===== config.mk =====
export PLATFORM = sky130hd
export DESIGN_NAME = bus_cycle_ctrl
export DESIGN_NICKNAME = d
export VERILOG_FILES = /design/src/rtl/bcc_pkg.sv /design/src/rtl/bcc_ctrl.sv /design/src/rtl/bcc_dp.sv /design/src/rtl/bus_cycle_ctrl.sv
export SDC_FILE = /design/constraint.sdc
export NUM_CORES = 1
export LEC_CHECK = 0
export BUFFER_PORTS_ARGS = -buffer_cell sky130_fd_sc_hd__buf_2
export CAP_MARGIN = 20
export CORE_MARGIN = 5
export CORE_UTILIZATION = 45
export DETAILED_ROUTE_END_ITERATION = 12
export PLACE_DENSITY = 0.79
export SLEW_MARGIN = 0
export SYNTH_ARGS = -nofsm -noshare
export SYNTH_HDL_FRONTEND = slang
export SYNTH_HIERARCHICAL = 1
export SYNTH_SLANG_ARGS = --single-unit

===== constraint.sdc =====
create_clock -name clk -period 5.8 [get_ports clk]
set_input_delay 0.29 -clock clk [delete_from_list [all_inputs] [get_ports clk]]
set_output_delay 0.29 -clock clk [all_outputs]
set_load 0.02 [all_outputs]

===== src/rtl/bcc_pkg.sv =====
package bcc_pkg;
  localparam logic [2:0] CODE_INTA    = 3'b000;
  localparam logic [2:0] CODE_IORD    = 3'b001;
  localparam logic [2:0] CODE_IOWR    = 3'b010;
  localparam logic [2:0] CODE_HALT    = 3'b011;
  localparam logic [2:0] CODE_FETCH   = 3'b100;
  localparam logic [2:0] CODE_MEMRD   = 3'b101;
  localparam logic [2:0] CODE_MEMWR   = 3'b110;
  localparam logic [2:0] CODE_PASSIVE = 3'b111;

  typedef enum logic [1:0] {
    ST_IDLE = 2'd0,
    ST_ADDR = 2'd1,
    ST_WAIT = 2'd2
  } bccState_t;

  typedef struct packed {
    logic start;
    logic finish;
  } bccStrobe_t;
endpackage


===== src/rtl/bcc_ctrl.sv =====
module bcc_ctrl
  import bcc_pkg::*;
(
  input  logic       clk,
  input  logic       rstN,
  input  logic       reqValid,
  input  logic [2:0] reqKind,
  input  logic       lockPrefix,
  input  logic       rdyNow,
  output logic       reqAck,
  output logic       done,
  output logic       lockN,
  output bccStrobe_t strb
);
  bccState_t state;
  logic lockOn;
  logic fetchReq;
  logic kindOk;
  logic startNow;
  logic finishNow;

  assign fetchReq  = (reqKind == CODE_FETCH);
  assign kindOk    = (reqKind != CODE_PASSIVE);
  assign startNow  = (state == ST_IDLE) && reqValid && kindOk && !(lockOn && fetchReq);
  assign finishNow = (state == ST_WAIT) && rdyNow;

  assign strb.start  = startNow;
  assign strb.finish = finishNow;
  assign reqAck      = startNow;
  assign lockN       = !lockOn;

  always_ff @(posedge clk or negedge rstN) begin
    if (!rstN) begin
      state  <= ST_IDLE;
      done   <= 1'b0;
      lockOn <= 1'b0;
    end else begin
      done <= finishNow;
      case (state)
        ST_IDLE: if (startNow) state <= ST_ADDR;
        ST_ADDR: state <= ST_WAIT;
        ST_WAIT: if (rdyNow) state <= ST_IDLE;
        default: state <= ST_IDLE;
      endcase
      if (startNow && lockPrefix && !fetchReq)
        lockOn <= 1'b1;
      else if ((state == ST_IDLE) && !lockPrefix)
        lockOn <= 1'b0;
    end
  end

  // the address clock is always followed by a wait-state clock
  p_addr_then_wait_r3: assert property (@(posedge clk) disable iff (!rstN)
    (state == ST_ADDR) |=> (state == ST_WAIT));

  // with no ready the transfer stays in the wait state
  p_wait_hold_r6: assert property (@(posedge clk) disable iff (!rstN)
    ((state == ST_WAIT) && !rdyNow) |=> (state == ST_WAIT));

  // the completion pulse lasts one clock
  p_done_pulse_r7: assert property (@(posedge clk) disable iff (!rstN)
    done |=> !done);
endmodule


===== src/rtl/bcc_dp.sv =====
module bcc_dp
  import bcc_pkg::*;
#(
  parameter int DATA_W = 16
) (
  input  logic              clk,
  input  logic              rstN,
  input  bccStrobe_t        strb,
  input  logic [2:0]        reqKind,
  input  logic [DATA_W-1:0] reqWdata,
  input  logic              syncRdy,
  input  logic              asyncRdy,
  input  logic [DATA_W-1:0] busRdata,
  output logic              rdyNow,
  output logic [2:0]        busStatus,
  output logic [DATA_W-1:0] busWdata,
  output logic              busWrEn,
  output logic [DATA_W-1:0] rdData
);
  logic [2:0]        statusReg;
  logic [DATA_W-1:0] wdataReg;
  logic [DATA_W-1:0] rdReg;
  logic              asyncSeen;
  logic              readKind;

  // capture on the falling edge: half a clock of synchronizing delay
  always_ff @(negedge clk or negedge rstN) begin
    if (!rstN) asyncSeen <= 1'b0;
    else       asyncSeen <= asyncRdy;
  end

  assign rdyNow   = syncRdy || asyncSeen;
  assign readKind = !statusReg[1];

  always_ff @(posedge clk or negedge rstN) begin
    if (!rstN) begin
      statusReg <= CODE_PASSIVE;
      wdataReg  <= '0;
      rdReg     <= '0;
    end else begin
      if (strb.start) begin
        statusReg <= reqKind;
        wdataReg  <= reqWdata;
      end else if (strb.finish) begin
        statusReg <= CODE_PASSIVE;
        if (readKind) rdReg <= busRdata;
      end
    end
  end

  assign busStatus = statusReg;
  assign busWdata  = wdataReg;
  assign busWrEn   = (statusReg == CODE_IOWR) || (statusReg == CODE_MEMWR);
  assign rdData    = rdReg;

  // read data moves only at the edge that ends a transfer
  p_rd_stable_r7: assert property (@(posedge clk) disable iff (!rstN)
    !strb.finish |=> $stable(rdData));

  // a driven code is held until the transfer ends
  p_code_hold_r3: assert property (@(posedge clk) disable iff (!rstN)
    ((statusReg != CODE_PASSIVE) && !strb.finish) |=> $stable(statusReg));
endmodule


===== src/rtl/bus_cycle_ctrl.sv =====
module bus_cycle_ctrl
  import bcc_pkg::*;
#(
  parameter int DATA_W = 16
) (
  input  logic              clk,
  input  logic              rstN,
  input  logic              reqValid,
  input  logic [2:0]        reqKind,
  input  logic [DATA_W-1:0] reqWdata,
  input  logic              lockPrefix,
  output logic              reqAck,
  output logic              done,
  output logic [DATA_W-1:0] rdData,
  input  logic              syncRdy,
  input  logic              asyncRdy,
  input  logic [DATA_W-1:0] busRdata,
  output logic [2:0]        busStatus,
  output logic [DATA_W-1:0] busWdata,
  output logic              busWrEn,
  output logic              lockN
);
  bccStrobe_t strb;
  logic       rdyNow;

  bcc_ctrl u_ctrl (
    .clk        (clk),
    .rstN       (rstN),
    .reqValid   (reqValid),
    .reqKind    (reqKind),
    .lockPrefix (lockPrefix),
    .rdyNow     (rdyNow),
    .reqAck     (reqAck),
    .done       (done),
    .lockN      (lockN),
    .strb       (strb)
  );

  bcc_dp #(.DATA_W(DATA_W)) u_dp (
    .clk       (clk),
    .rstN      (rstN),
    .strb      (strb),
    .reqKind   (reqKind),
    .reqWdata  (reqWdata),
    .syncRdy   (syncRdy),
    .asyncRdy  (asyncRdy),
    .busRdata  (busRdata),
    .rdyNow    (rdyNow),
    .busStatus (busStatus),
    .busWdata  (busWdata),
    .busWrEn   (busWrEn),
    .rdData    (rdData)
  );

  // the block is passive whenever it completes or accepts
  p_passive_at_done_r2: assert property (@(posedge clk) disable iff (!rstN)
    done |-> (busStatus == CODE_PASSIVE));
  p_ack_when_idle_r2: assert property (@(posedge clk) disable iff (!rstN)
    reqAck |-> (busStatus == CODE_PASSIVE));

  // no fetch on the bus while locked
  p_no_fetch_locked_r10: assert property (@(posedge clk) disable iff (!rstN)
    !lockN |-> (busStatus != CODE_FETCH));
endmodule


==> results_dict.tcl <==
set metrics [dict create \
    drtAntennaViolNets 0 \
    grt_pass1_vias 1175 \
    dp_hpwl_mm 2.57 \
    slew_headroom_pct 44.0 \
    dr.pass1.iters 4 \
    power_frac_seq_pct 44.1 \
    track_usage_pct 14.8 \
    synth-edff-count 0 \
    drt_iter0_markers 78 \
    p_switching_w 0.000422 \
    nNetsFinal 228 \
    drive_above_1_share_pct 66.5 \
    synth_area_leaders "dfrtp_1 (57%), mux2_2 (23%), dfstp_2 (5.0%)" \
    p_leak_nw 1.01 \
    switching_share_pct 39.3 \
    wirelength_mm 3.32 \
    root_buffer "clkbuf_4" \
    wl_met2_mm 1.56 \
    synth_common_cells "dfrtp_1 (36), mux2_2 (32), nand2_1 (6), nor2_1 (4), o21ai_0 (4)" \
    core_area_sq_um 3360 \
    p_comb_share_pct 43.9 \
    setup_viol 0 \
    dieArea_sq_um 4770 \
    cts_tree "done" \
    place_congestion 0.806 \
    cellPowerDensity_nw_per_um2 525 \
    synth_area_sq_um 1570 \
    post_cts_buffers 0 \
    maxSlewViolCount 0 \
    yosysTopAreaCell "dfrtp_1" \
    wl_met3_um 308 \
    drc_errors 0 \
    cp-start-kind "register" \
    vias_per_cell 4.76 \
    endpoint_kind "register" \
    grt-ovfl-total 0 \
    port_buffers 79 \
    postSynthCellCount 106 \
    grt_pass1_wl_mm 5.58 \
    ys_ff_latch 40 \
    crit_type "reg -> reg" \
    ys_types 21 \
    intPower_w 0.000652 \
    rows 21 \
    peakVddDrop_v 0.000234 \
    path_max_fanout 16 \
    die_y_um 69.1 \
    avgSynthCellArea_sq_um 14.8 \
    vias 1113 \
    fillCellCount 305 \
    rsz0062_at_grt "no" \
    yosys_warnings 6 \
    yosysMostFrequentCell "dfrtp_1" \
    htree_levels 2 \
    worstPathRequired_ns 6.03 \
    worstMarginPinSlew_ns 0.840 \
    skew_ns 0.0241 \
    hp-class "in -> async" \
    ys_seq_area_share_pct 63.9 \
    io-pin-count 80 \
    area_delta_synth_final_pct 30.2 \
    initial_core_util_pct 46.7 \
    run_status "completed" \
    synthArstFlopShare_pct 100 \
    num_antenna_cells 0 \
    p_clk_share_pct 12.0 \
    clockBufferDepth 2 \
    final_util_pct 60.8 \
    grt_start_max_net_pins 41 \
    maxCapViolations 0 \
    tns_ns 0 \
    yosysTopAreaCellShare_pct 57.3 \
    highest_layer "met4" \
    wl_met1_mm 1.39 \
    worstPathArrival_ns 5.13 \
    fin_ws_ns 0.893 \
    syn_nets 147 \
    clkSlewWorstSetupHoldPaths_ns 0.11 \
    final_hold_viol_count 0 \
    insertion_delay_ns 0.34 \
    synth_ff_type "dfrtp_1" \
    cts_hold_buf 0 \
    ctsResizeCount 0 \
    clock_sinks 40 \
    dp_slack_ns 0.865 \
    dieWidth_um 69.1 \
    wl_per_cell_um 14.2 \
    cts_buffers 5 \
    antenna_found_initial 0 \
]
-- routing by layer --
metal | vias up | GRT usage (%)
met4 | 0 | 5.86
met2 | 58 | 22.6
met5 | - | 0
met3 | 5 | 7.70
met1 | 529 | 17.7
li1 | 521 | -
-- worst paths after layout --
check | from | to | slack [ns] | cells after the start
max | u_dp/asyncSeen$_DFF_NN0_ | u_dp/rdData[1]$_DFFE_PN0P_ | 0.89 | 5
min | rstN | u_dp/busWdata[0]$_DFFE_PN0P_ | 0.04 | 1
max reg2reg | u_dp/asyncSeen$_DFF_NN0_ | u_dp/rdData[1]$_DFFE_PN0P_ | 0.89 | 5
min reg2reg | u_dp/rdData[0]$_DFFE_PN0P_ | u_dp/rdData[0]$_DFFE_PN0P_ | 0.51 | 1
max in group asynchronous | rstN | u_dp/asyncSeen$_DFF_NN0_ | 2.40 | 1
min in group clk | reqWdata[1] | u_dp/busWdata[1]$_DFFE_PN0P_ | 0.17 | 2
-- area by class of cell --
type / count / area (sq um) / share of cell area [%]
Inverter: 1 / 3.75 / 0.183
Sequential cell: 40 / 1000 / 49.1
Clock inverter: 1 / 5.00 / 0.245
Timing Repair Buffer: 80 / 410 / 20.1
Multi-Input combinational cell: 59 / 519 / 25.4
Tap cell: 46 / 57.6 / 2.81
Clock buffer: 7 / 45.0 / 2.20
-- stage by stage --
| step | power [W] | hold slack, ns | instances | area [sq um] |
|---|---|---|---|---|
| final | 0.00107 | 0.0383 | 234 | 2050 |
| after global routing | 0.00115 | 0.0890 | 234 | 2050 |
| after CTS | 0.00109 | 0.0413 | 233 | 2030 |
| after detailed placement | 0.000955 | 0.442 | 225 | 1980 |
| after global placement | 0.000934 | 0.421 | 225 | 1980 |
| after floorplan | 0.000782 | -0.00559 | 106 | 1570 |
-- logic make-up (layout without fill, tap and decap cells) --
kind of cell	after synthesis	after routing	share of synthesized area, %
buffers and inverters	7	89	3.26
XOR/XNOR	1	1	0.557
flip-flops	40	40	63.9
AND/OR/NAND/NOR	17	17	5.89
multiplexers	33	33	23.6
AO/OA/AOI/OAI	8	8	2.79
-- worst max-delay path: stages, from the launching register on --
cell	delay, ns
dfrtn_1	0.39
or2_2	0.10
nand2_1	0.04
nor2_1	0.23
nor3b_4	0.73
mux2_2	0.42
-- layout by cell type, fill, tap and decap left out, drive strengths merged, types with 2 or more instances in the layout --
cell type	netlist	layout
buf	6	80
dfrtp	36	36
mux2	32	32
clkbuf	0	7
nand2	6	6
nor2	5	5
o21ai	4	4
dfstp	3	3
a21oi	3	3
nand2b	2	2
-- registers in the layout, summed over array words and instances, names as in the netlist --
signal / flops
u_ctrl/state: 2
u_dp/busWdata: 16
u_ctrl/done: 1
u_dp/asyncSeen: 1
u_dp/busStatus: 3
u_ctrl/lockOn: 1
u_dp/rdData: 16
-- power groups by stage --
stage | combinational (W) | clock, W | sequential (W)
3_5_place_dp | 0.000475 | 0 | 0.000480
6_report | 0.000471 | 0.000129 | 0.000474
4_1_cts | 0.000475 | 0.000137 | 0.000475
2_1_floorplan | 0.000163 | 0 | 0.000619
3_3_place_gp | 0.000462 | 0 | 0.000472
5_1_grt | 0.000507 | 0.000152 | 0.000489
Power figures use the tool's default switching activity.
